`config.mk`:
```
export PLATFORM = sky130hd
export DESIGN_NAME = biquad_serial_eval
export DESIGN_NICKNAME = d
export VERILOG_FILES = /design/src/rtl/biquad_pkg.sv /design/src/rtl/bq_delay.sv /design/src/rtl/bq_mul_pipe.sv /design/src/rtl/bq_add_pipe.sv /design/src/rtl/bq_ctrl.sv /design/src/rtl/biquad_serial_eval.sv
export SDC_FILE = /design/constraint.sdc
export NUM_CORES = 2
export LEC_CHECK = 0
export ABC_AREA = 1
export ABC_CLOCK_PERIOD_IN_PS = 26000
export BUFFER_PORTS_ARGS = -buffer_cell sky130_fd_sc_hd__buf_2
export CAP_MARGIN = 10
export CORE_ASPECT_RATIO = 0.8
export CORE_MARGIN = 2
export CORE_UTILIZATION = 50
export DETAILED_ROUTE_END_ITERATION = 10
export PLACE_DENSITY_LB_ADDON = 0.25
export SYNTH_ARGS = -nofsm -noshare
export SYNTH_HDL_FRONTEND = slang
export SYNTH_HIERARCHICAL = 1
export SYNTH_SLANG_ARGS = --single-unit
```
`constraint.sdc`:
```
create_clock -name clk -period 26 [get_ports clk]
set_input_delay 5.2 -clock clk [delete_from_list [all_inputs] [get_ports clk]]
set_output_delay 5.2 -clock clk [all_outputs]
set_load 0.03 [all_outputs]
```
`src/rtl/biquad_pkg.sv`:
```
package biquad_pkg;

  typedef enum logic [1:0] {
    ST_IDLE  = 2'd0,
    ST_ISSUE = 2'd1,
    ST_WAIT  = 2'd2
  } bq_state_e;

  typedef logic [3:0] op_idx_t;

  localparam op_idx_t LAST_OP = 4'd8;

  // schedule slots that use the multiplier; the others use the adder
  function automatic logic bq_is_mul(input op_idx_t idx);
    return (idx == 4'd0) || (idx == 4'd1) || (idx == 4'd3) ||
           (idx == 4'd5) || (idx == 4'd7);
  endfunction

endpackage

```
`src/rtl/bq_delay.sv`:
```
module bq_delay #(
  parameter int W   = 32,
  parameter int LAT = 3
) (
  input  logic         clk,
  input  logic         rst_n,
  input  logic         in_vld,
  input  logic [W-1:0] in_dat,
  output logic         out_vld,
  output logic [W-1:0] out_dat
);

  logic [W-1:0] dat_q [LAT];
  logic         vld_q [LAT];

  for (genvar s = 0; s < LAT; s++) begin : g_stage
    if (s == 0) begin : g_first
      always_ff @(posedge clk or negedge rst_n) begin
        if (!rst_n) begin
          vld_q[s] <= 1'b0;
          dat_q[s] <= '0;
        end else begin
          vld_q[s] <= in_vld;
          if (in_vld) dat_q[s] <= in_dat;
        end
      end
    end else begin : g_next
      always_ff @(posedge clk or negedge rst_n) begin
        if (!rst_n) begin
          vld_q[s] <= 1'b0;
          dat_q[s] <= '0;
        end else begin
          vld_q[s] <= vld_q[s-1];
          if (vld_q[s-1]) dat_q[s] <= dat_q[s-1];
        end
      end
    end
  end

  assign out_vld = vld_q[LAT-1];
  assign out_dat = dat_q[LAT-1];

endmodule

```
`src/rtl/bq_mul_pipe.sv`:
```
module bq_mul_pipe #(
  parameter int DW   = 32,
  parameter int FRAC = 30,
  parameter int LAT  = 3
) (
  input  logic          clk,
  input  logic          rst_n,
  input  logic          go_i,
  input  logic [DW-1:0] a_i,
  input  logic [DW-1:0] b_i,
  output logic          vld_o,
  output logic [DW-1:0] res_o
);

  localparam int PW = 2 * DW;
  localparam logic signed [PW-1:0] HALF = {{(PW-FRAC){1'b0}}, 1'b1, {(FRAC-1){1'b0}}};
  localparam logic signed [PW-1:0] MAXV = {{(PW-DW+1){1'b0}}, {(DW-1){1'b1}}};
  localparam logic signed [PW-1:0] MINV = {{(PW-DW+1){1'b1}}, {(DW-1){1'b0}}};

  logic signed [PW-1:0] ae, be, prod, shr;
  logic [DW-1:0]        res_c;

  always_comb begin
    ae   = {{DW{a_i[DW-1]}}, a_i};
    be   = {{DW{b_i[DW-1]}}, b_i};
    prod = ae * be;
    shr  = (prod + HALF) >>> FRAC;
    if (shr > MAXV)      res_c = MAXV[DW-1:0];
    else if (shr < MINV) res_c = MINV[DW-1:0];
    else                 res_c = shr[DW-1:0];
  end

  bq_delay #(.W(DW), .LAT(LAT)) u_dly (
    .clk(clk), .rst_n(rst_n), .in_vld(go_i), .in_dat(res_c),
    .out_vld(vld_o), .out_dat(res_o)
  );

endmodule

```
`src/rtl/bq_add_pipe.sv`:
```
module bq_add_pipe #(
  parameter int DW  = 32,
  parameter int LAT = 3
) (
  input  logic          clk,
  input  logic          rst_n,
  input  logic          go_i,
  input  logic [DW-1:0] a_i,
  input  logic [DW-1:0] b_i,
  output logic          vld_o,
  output logic [DW-1:0] res_o
);

  logic [DW:0]   sum;
  logic [DW-1:0] res_c;

  always_comb begin
    sum = {a_i[DW-1], a_i} + {b_i[DW-1], b_i};
    if (sum[DW] != sum[DW-1]) res_c = {sum[DW], {(DW-1){~sum[DW]}}};
    else                      res_c = sum[DW-1:0];
  end

  bq_delay #(.W(DW), .LAT(LAT)) u_dly (
    .clk(clk), .rst_n(rst_n), .in_vld(go_i), .in_dat(res_c),
    .out_vld(vld_o), .out_dat(res_o)
  );

endmodule

```
`src/rtl/bq_ctrl.sv`:
```
module bq_ctrl
  import biquad_pkg::*;
#(
  parameter int DW = 32
) (
  input  logic          clk,
  input  logic          rst_n,
  input  logic          start_i,
  input  logic          mul_vld_i,
  input  logic [DW-1:0] mul_res_i,
  input  logic          add_vld_i,
  input  logic [DW-1:0] add_res_i,
  output op_idx_t       op_o,
  output logic          mul_go_o,
  output logic          add_go_o,
  output logic [DW-1:0] add_a_o,
  output logic [DW-1:0] add_b_o,
  output logic          cap_en_o,
  output logic          busy_o,
  output logic          done_o,
  output logic [DW-1:0] y_o
);

  bq_state_e     state_q, state_d;
  op_idx_t       op_q, op_d;
  logic          is_mul, take, fin;
  logic          p_en, q_en, acc_en;
  logic [DW-1:0] p_q, q_q, acc_q, y_q;
  logic          done_q;

  // next-state process
  always_comb begin
    state_d  = state_q;
    op_d     = op_q;
    cap_en_o = 1'b0;
    mul_go_o = 1'b0;
    add_go_o = 1'b0;
    fin      = 1'b0;
    is_mul   = bq_is_mul(op_q);
    take     = (state_q == ST_WAIT) && (is_mul ? mul_vld_i : add_vld_i);
    case (state_q)
      ST_IDLE: begin
        if (start_i) begin
          cap_en_o = 1'b1;
          op_d     = '0;
          state_d  = ST_ISSUE;
        end
      end
      ST_ISSUE: begin
        mul_go_o = is_mul;
        add_go_o = !is_mul;
        state_d  = ST_WAIT;
      end
      ST_WAIT: begin
        if (take) begin
          if (op_q == LAST_OP) begin
            fin     = 1'b1;
            state_d = ST_IDLE;
          end else begin
            op_d    = op_q + 4'd1;
            state_d = ST_ISSUE;
          end
        end
      end
      default: state_d = ST_IDLE;
    endcase
    p_en   = take && is_mul && (op_q != 4'd1);
    q_en   = take && (op_q == 4'd1);
    acc_en = take && !is_mul;
  end

  // register process
  always_ff @(posedge clk or negedge rst_n) begin
    if (!rst_n) begin
      state_q <= ST_IDLE;
      op_q    <= '0;
      p_q     <= '0;
      q_q     <= '0;
      acc_q   <= '0;
      y_q     <= '0;
      done_q  <= 1'b0;
    end else begin
      state_q <= state_d;
      op_q    <= op_d;
      done_q  <= fin;
      if (p_en)   p_q   <= mul_res_i;
      if (q_en)   q_q   <= mul_res_i;
      if (acc_en) acc_q <= add_res_i;
      if (fin)    y_q   <= add_res_i;
    end
  end

  // first sum joins the two leading products; later sums extend the total
  assign add_a_o = (op_q == 4'd2) ? p_q : acc_q;
  assign add_b_o = (op_q == 4'd2) ? q_q : p_q;
  assign op_o    = op_q;
  assign busy_o  = (state_q != ST_IDLE);
  assign done_o  = done_q;
  assign y_o     = y_q;

endmodule

```
`src/rtl/biquad_serial_eval.sv`:
```
module biquad_serial_eval
  import biquad_pkg::*;
#(
  parameter int DW   = 32,
  parameter int FRAC = 30,
  parameter int LAT  = 3
) (
  input  logic          clk,
  input  logic          rst_n,
  input  logic          start_i,
  input  logic [DW-1:0] g0_i,
  input  logic [DW-1:0] g1_i,
  input  logic [DW-1:0] g2_i,
  input  logic [DW-1:0] h1_i,
  input  logic [DW-1:0] h2_i,
  input  logic [DW-1:0] x0_i,
  input  logic [DW-1:0] x1_i,
  input  logic [DW-1:0] x2_i,
  input  logic [DW-1:0] v1_i,
  input  logic [DW-1:0] v2_i,
  output logic          busy_o,
  output logic          done_o,
  output logic [DW-1:0] y_o
);

  localparam int NOPND = 10;
  localparam int IG0 = 0, IG1 = 1, IG2 = 2, IH1 = 3, IH2 = 4;
  localparam int IX0 = 5, IX1 = 6, IX2 = 7, IV1 = 8, IV2 = 9;

  logic [1:0]    rs_q;
  logic          rst_sync_n;
  logic [DW-1:0] opnd_in [NOPND];
  logic [DW-1:0] opnd_q  [NOPND];
  op_idx_t       op;
  logic          cap_en, mul_go, add_go, mul_vld, add_vld;
  logic [DW-1:0] mul_a, mul_b, mul_res, add_a, add_b, add_res;

  // reset asserts at once, releases on the second edge
  always_ff @(posedge clk or negedge rst_n) begin
    if (!rst_n) rs_q <= 2'b00;
    else        rs_q <= {rs_q[0], 1'b1};
  end
  assign rst_sync_n = rs_q[1];

  always_comb begin
    opnd_in[IG0] = g0_i;  opnd_in[IG1] = g1_i;  opnd_in[IG2] = g2_i;
    opnd_in[IH1] = h1_i;  opnd_in[IH2] = h2_i;
    opnd_in[IX0] = x0_i;  opnd_in[IX1] = x1_i;  opnd_in[IX2] = x2_i;
    opnd_in[IV1] = v1_i;  opnd_in[IV2] = v2_i;
  end

  always_ff @(posedge clk or negedge rst_sync_n) begin
    if (!rst_sync_n) begin
      for (int i = 0; i < NOPND; i++) opnd_q[i] <= '0;
    end else if (cap_en) begin
      for (int i = 0; i < NOPND; i++) opnd_q[i] <= opnd_in[i];
    end
  end

  always_comb begin
    case (op)
      4'd0:    begin mul_a = opnd_q[IG0]; mul_b = opnd_q[IX0]; end
      4'd1:    begin mul_a = opnd_q[IG1]; mul_b = opnd_q[IX1]; end
      4'd3:    begin mul_a = opnd_q[IG2]; mul_b = opnd_q[IX2]; end
      4'd5:    begin mul_a = opnd_q[IH1]; mul_b = opnd_q[IV1]; end
      4'd7:    begin mul_a = opnd_q[IH2]; mul_b = opnd_q[IV2]; end
      default: begin mul_a = '0;          mul_b = '0;          end
    endcase
  end

  bq_mul_pipe #(.DW(DW), .FRAC(FRAC), .LAT(LAT)) u_mul (
    .clk(clk), .rst_n(rst_sync_n), .go_i(mul_go), .a_i(mul_a), .b_i(mul_b),
    .vld_o(mul_vld), .res_o(mul_res)
  );

  bq_add_pipe #(.DW(DW), .LAT(LAT)) u_add (
    .clk(clk), .rst_n(rst_sync_n), .go_i(add_go), .a_i(add_a), .b_i(add_b),
    .vld_o(add_vld), .res_o(add_res)
  );

  bq_ctrl #(.DW(DW)) u_ctrl (
    .clk(clk), .rst_n(rst_sync_n), .start_i(start_i),
    .mul_vld_i(mul_vld), .mul_res_i(mul_res),
    .add_vld_i(add_vld), .add_res_i(add_res),
    .op_o(op), .mul_go_o(mul_go), .add_go_o(add_go),
    .add_a_o(add_a), .add_b_o(add_b), .cap_en_o(cap_en),
    .busy_o(busy_o), .done_o(done_o), .y_o(y_o)
  );

endmodule

```
# == Word level (Yosys, flattened, before mapping) ==
# Cells that the tools add are included.
# totals
input_bits,323
regBits,655
wordCells,89
# classes
bitwise_logic,1
muxes,23
eq_ne,13
multipliers,1
n_reduce_logical,16
n_lt_le_gt_ge,2
addsub,3
# ops
op,n
32-bit one-hot mux with 5 select lines,2
32-bit 2-to-1 mux,5
"64-bit by 31-bit adder with 64-bit output, second input constant",1
32-bit by 32-bit multiplier with 64-bit output,1
"34-bit by 32-bit greater-than comparator with 1-bit output, second input constant",1
"34-bit by 32-bit less-than comparator with 1-bit output, second input constant",1
32-bit by 32-bit adder with 33-bit output,1
4-bit 2-to-1 mux,3
1-bit 2-to-1 mux,9
"4-bit by 2-bit equality test with 1-bit output, second input constant",2
"4-bit by 3-bit equality test with 1-bit output, second input constant",2
4-bit one-hot mux with 2 select lines,1
2-bit one-hot mux with 3 select lines,1
1-bit logical AND,5
"4-bit by 1-bit adder with 4-bit output, second input constant",1
"4-bit by 1-bit equality test with 1-bit output, second input constant",1
"4-bit equality test, second input constant",1
4-bit logical NOT,1
1-bit logical OR,4
2-bit 2-to-1 mux,2
"2-bit inequality test, second input constant",2
"4-bit by 1-bit inequality test with 1-bit output, second input constant",1
4-bit AND reduction,1
2-bit nonzero test,2
8 further kinds,8

# == Longest topological paths before layout ==
# logic_depth
depth_word,9
depth_mapped,46
depth_no_buf,42

# == Cells and area by module ==
# The synthesis kept the hierarchy.
# modules_own_cells
mod,seq_area_each_um2,n_inst,cells_each,area_per_inst_um2
bq_mul_pipe,0.0,1,4936,38369.3
biquad_serial_eval,8057.7,1,1332,16109.2
bq_delay,2477.4,2,443,4096.4
bq_ctrl,3378.2,1,799,6433.7
bq_add_pipe,0.0,1,491,2561.2

# == Worst setup path before layout ==
# Ideal clock, no wire load.
# synth_timing
path_kind,register -> register
startpoint,"register u_ctrl.op_q[2], in the netlist u_ctrl/op_o[2]"
endpoint,register u_mul/u_dly/dat_q[65] (netlist name)
slack_ns,17.327
t_arrival_ns,8.557
synth_period_minus_slack_ns,8.673
stages_incl_launch_ff,41
setup_ns,0.116
cell_sequence,dfrtp_1 -> nor2_2 -> buf_4 -> buf_2 -> nand3_1 -> nand2_1 -> nor2_1 -> nand2_1 -> clkbuf_1 -> nand2_1 -> inv_1 -> fa_1 -> inv_1 -> fa_1 -> inv_1 -> fa_1 -> fa_1 -> inv_1 -> (+5 left out) -> inv_1 -> fa_1 -> ha_1 -> a21oi_1 -> nor2_1 -> nor2_1 -> nand2_1 -> nand2_1 -> nand2_1 -> a21oi_1 -> nand2_1 -> nand2_1 -> nand2_2 -> o21ai_2 -> buf_6 -> nand2_1 -> nand2_1 -> nand2_1
# synth_between
elab_chain_cells,7
word_cells_on_any_way,18
# synth_rtl
element,line,text
from (decl),bq_ctrl.sv:25,"op_idx_t op_q, op_d;"
from (signal assigned),bq_ctrl.sv:84,op_q <= op_d;
"4-bit by 3-bit equality test with 1-bit output, or another cell as far along",biquad_serial_eval.sv:61,case (op)
32-bit one-hot mux with 5 select lines *,biquad_serial_eval.sv:61,
net mul_a[31],biquad_serial_eval.sv:36,"logic [DW-1:0] mul_a, mul_b, mul_res, add_a, add_b, add_res;"
32-bit by 32-bit multiplier with 64-bit output *,bq_mul_pipe.sv:26,prod = ae * be;
64-bit by 31-bit adder with 64-bit output *,bq_mul_pipe.sv:27,shr = (prod + HALF) >>> FRAC;
34-bit by 32-bit less-than comparator with 1-bit output,bq_mul_pipe.sv:29,else if (shr < MINV) res_c = MINV[DW-1:0];
32-bit 2-to-1 mux,bq_mul_pipe.sv:29,
32-bit 2-to-1 mux *,bq_mul_pipe.sv:28,if (shr > MAXV) res_c = MAXV[DW-1:0];
net u_mul.res_c[1],bq_mul_pipe.sv:21,logic [DW-1:0] res_c;
"to (signal, indexed assignment)",bq_delay.sv:24,if (in_vld) dat_q[s] <= in_dat;
to (decl),bq_delay.sv:13,logic [W-1:0] dat_q [LAT];
# The timed path passes the listed nets; every way through them passes the cells marked *.
# A chain may end at the register's enable or synchronous reset.

# == Worst setup path after layout ==
# layout_timing
startpoint,"register u_ctrl.op_q[0], in the netlist u_ctrl/op_o[0]"
endpoint,register u_mul/u_dly/dat_q[68] (netlist name)
# layout_between
elab_chain_cells,7
word_cells_on_any_way,18
# layout_rtl
element,line
"4-bit by 3-bit equality test with 1-bit output, or another cell as far along",biquad_serial_eval.sv:61
32-bit one-hot mux with 5 select lines *,biquad_serial_eval.sv:61
net mul_b[5],biquad_serial_eval.sv:36
32-bit by 32-bit multiplier with 64-bit output *,bq_mul_pipe.sv:26
64-bit by 31-bit adder with 64-bit output *,bq_mul_pipe.sv:27
34-bit by 32-bit less-than comparator with 1-bit output,bq_mul_pipe.sv:29
32-bit 2-to-1 mux,bq_mul_pipe.sv:29
32-bit 2-to-1 mux *,bq_mul_pipe.sv:28
net u_mul.res_c[4],bq_mul_pipe.sv:21
# Marked as above.

==> impl_metrics.py <==
metrics = {
    "global_routing": {
        "grt-ovfl-total": 0,
        "antenna_found_initial": 20,
        "grt_pass1_vias": 56600,
        "use_met1_pct": 41.4,
        "grt_use_met2_pct": 43.0,
        "grt_usage_pct": 28.0,
        "top_usage_layer": "met2",
        "grt_max_degree": 176,
        "grt_first_pass_wirelength_um": 320000,
        "grtUsageMet3_pct": 4.81,
    },
    "clock_tree": {
        "cts_tree": "yes",
        "clock_sinks": 655,
        "post_cts_resized": 0,
        "ctsHtreeMaxLevel": 3,
        "worstSkewPairLatency_ns": 0.67,
        "post_cts.repair.setup_buffers": 0,
        "cts_root_buf": "clkbuf_16",
        "ctsHoldBuffers": 0,
        "clockBufferDepth": 3,
        "cts_made_buffers": 72,
        "clk_pin_slew_ns": 0.06,
    },
    "yosys": {
        "yosysWarnings": 6,
        "ys_seq_area_share_pct": 22.9,
        "syn-cell-area_um2": 71700,
        "synth_seq_cells": 655,
        "async_reset_ff_share_pct": 100,
        "synth_edf_count": 0,
        "yosysUniqueCellTypes": 51,
        "syn_avg_cell_area_um2": 8.49,
        "synth_nets": 10100,
        "synthFlopType": "dfrtp_1",
        "synthCells": 8444,
    },
    "critical_path": {
        "crit_path_start_kind": "flip-flop",
        "r2r_slack_ns": 14.60,
        "crit_top_cell": "nand2_1",
        "crit_type": "flip-flop to flip-flop",
        "cp.arrival_ns": 11.92,
        "slowest_stage": "fa_1",
        "cp-end-kind": "flip-flop",
        "worstPathRequired_ns": 26.53,
        "cp_max_fo": 61,
        "reg2regPathDepth": 39,
        "critPathMaxStageDelay_ns": 0.95,
        "rr_endpoint": "u_mul/u_dly/dat_q[68]$_DFFE_PN0P_",
        "r2r-start": "u_ctrl/op_o[0]$_DFFE_PN0P_",
    },
    "run": {
        "maxCapViolCount": 0,
    },
    "floorplanning": {
        "initial_core_util_pct": 50.3,
        "num_rows": 124,
        "core-area_um2": 143000,
        "die_x_um": 427,
        "io_pins": 357,
        "die_h_um": 343,
        "die_area_um2": 146000,
    },
    "hold_path": {
        "hold_end": "rs_q[1]$_DFF_PN0_",
        "hold_start": "rs_q[0]$_DFF_PN0_",
        "hold_depth": 0,
        "hold_path_class": "flip-flop to flip-flop",
    },
    "layout": {
        "regArea_um2": 16400,
        "utilization_pct": 53.4,
        "fillCellCount": 13100,
        "multiInputGateArea_um2": 45800,
        "area_growth_pct": 6.28,
        "drive_gt1_share_pct": 12.2,
        "final_nets": 10100,
    },
    "route": {
        "wl_um": 198000,
        "dr.pass1.iters": 5,
        "drt_iter0_markers": 4739,
        "via_count": 54200,
        "drcViolationCount": 0,
        "post_drt_wl_per_cell_um": 18.9,
        "ant_nets": 0,
        "detail_route.vias_per_cell": 5.18,
    },
    "power_and_ir_drop": {
        "p_switching_mw": 4.33,
        "power.leakage_nw": 43.9,
        "comb_power_share_pct": 73.2,
        "power_mw": 7.91,
        "max-vdd-ir-drop_mv": 0.178,
        "power_frac_clock_pct": 13.4,
        "intPower_mw": 3.58,
        "seq_power_share_pct": 13.4,
        "powerDensity_nw_per_um2": 104,
        "sw_frac_of_total_pct": 54.8,
    },
    "outcome": {
        "status": "complete, no violations",
    },
    "timing": {
        "period_share_pct": 43.8,
        "drv_slew": 0,
        "finalSetupTns_ns": 0,
        "setup-violations-final": 0,
        "max_freq_ghz": 0.0877,
        "tightest_slew_ns": 1.13,
        "period_minus_slack_ns": 11.40,
        "rsz0062_at_grt": "no",
        "relSlewSlack_pct": 24.4,
        "skew_ns": 0.0327,
        "hold_viol_final": 0,
    },
    "placed_design": {
        "dp_hpwl_um": 152000,
        "gp_congestion": 0.952,
        "numPortBuffers": 356,
    },
}
==> registers in the layout, indices dropped and copies added, names as in the netlist, 4 cells and up <==
name and cells:
u_add/u_dly/out_dat 32, u_ctrl/op_o 4, opnd_q 320, u_ctrl/y_o 32
u_mul/u_dly/out_dat 32, u_ctrl/acc_q 32, u_add/u_dly/dat_q 64, u_ctrl/p_q 32
u_ctrl/q_q 32, u_mul/u_dly/dat_q 64
==> power groups by stage <==
stage               clock network, mW  logic (mW)  registers (mW)
global route                     1.12        6.51            1.06
global placement                    0        5.73            1.08
detailed placement                  0        5.74            1.08
CTS                              1.08        5.78            1.06
finish                           1.06        5.79            1.06
floorplan                           0        4.04            1.09
==> layout make-up <==
cell class / count / area share [%]
Sequential cell: 655 / 21.5
Timing Repair Buffer: 448 / 3.27
Tap cell: 1890 / 3.10
Inverter: 1757 / 8.70
Clock inverter: 23 / 0.465
Clock buffer: 106 / 2.76
Antenna cell: 20 / 0.0657
Multi-Input combinational cell: 5566 / 60.1
==> critical path: cells and delay by family (launching register included) <==
family,cells,cell delay [ns]
fa+ha+maj,9,4.79
buf+inv,12,3.25
simple gates,17,2.18
flops,1,0.50
compound gates,1,0.36
==> synthesized netlist by cell type, types with 7 or more instances <==
cell type	count	area (um^2)
a21oi_1	141	706
buf_2	49	245
buf_4	108	811
buf_6	87	980
clkbuf_1	211	792
dfrtp_1	655	16400
fa_1	1083	21700
ha_1	214	2680
inv_1	1740	6530
inv_2	11	41.3
mux2_2	42	473
mux2_4	276	4140
nand2_1	2730	10200
nand2_2	72	450
nand3_1	331	1660
nand3_2	7	70.1
nand3b_1	14	105
nand4_1	106	663
nor2_1	303	1140
nor2_2	10	62.6
nor3_1	10	50.1
o21ai_0	98	490
o21ai_2	10	87.6
o21bai_1	21	158
or2_2	9	56.3
xnor2_1	16	140
xor2_1	31	272
==> logic make-up (layout without fill, tap and decap cells) <==
group	count (synthesis)	count (layout)	share of synthesized area, %
AOI/OAI and AO/OA	283	283	2.15
xor gates and xnor gates	47	47	0.574
adders and majority gates	1297	1297	34.0
buffers and inverters	2223	2334	13.3
DFF	655	655	22.9
muxes	318	318	6.44
other	1	21	0.00523
and+or+nand+nor	3620	3620	20.6
==> layer usage <==
| layer | wire length [um] | part of all wire (%) | vias up |
|---|---|---|---|
| li1 | - | - | 24900 |
| met1 | 89300 | 45 | 27100 |
| met2 | 88900 | 45 | 1899 |
| met3 | 15400 | 7.8 | 287 |
| met4 | 4400 | 2.2 | 0 |
| met5 | 0 | 0 | - |
==> cells in the final DEF (no fill, tap or decap), types with 11 or more instances in the layout <==
master and n:
mux2_2 42, clkbuf_1 17, ha_1 214, o21bai_1 21, nand3_1 330, dfrtp_1 654, mux2_4 276, nor2_1 300
clkbuf_8 17, nand3b_1 14, o21ai_0 98, a21oi_1 140, xor2_1 31, diode_2 20, inv_1 1738, inv_2 11
buf_4 90, nand2_2 80, xnor2_1 16, fa_1 1083, buf_2 356, nand2_1 2722, clkbuf_16 72, nand4_1 106
==> stage by stage <==
stage               setup slack (ns)  area [um^2]  cells  hold slack [ns]
global placement               14.30        73600  10300            0.334
finish                         14.60        76200  10500            0.349
CTS                            14.06        76100  10400            0.348
global route                   13.62        76200  10500            0.354
floorplan                       6.39        71700   8444            0.331
detailed placement             14.11        73600  10300            0.335
==> worst max path at each step <==
stage	start	end	depth (start not counted)
after global routing	u_ctrl/op_o[0]$_DFFE_PN0P_	u_mul/u_dly/dat_q[70]$_DFFE_PN0P_	41
after floorplan	rs_q[1]$_DFF_PN0_	opnd_q[0]$_DFFE_PN0P_	0
final	u_ctrl/op_o[0]$_DFFE_PN0P_	u_mul/u_dly/dat_q[68]$_DFFE_PN0P_	39
after detailed placement	u_ctrl/op_o[0]$_DFFE_PN0P_	u_mul/u_dly/dat_q[90]$_DFFE_PN0P_	38
after global placement	u_ctrl/op_o[0]$_DFFE_PN0P_	u_mul/u_dly/dat_q[65]$_DFFE_PN0P_	38
after CTS	u_ctrl/op_o[0]$_DFFE_PN0P_	u_mul/u_dly/dat_q[90]$_DFFE_PN0P_	36
Power figures use the tool's default switching activity.
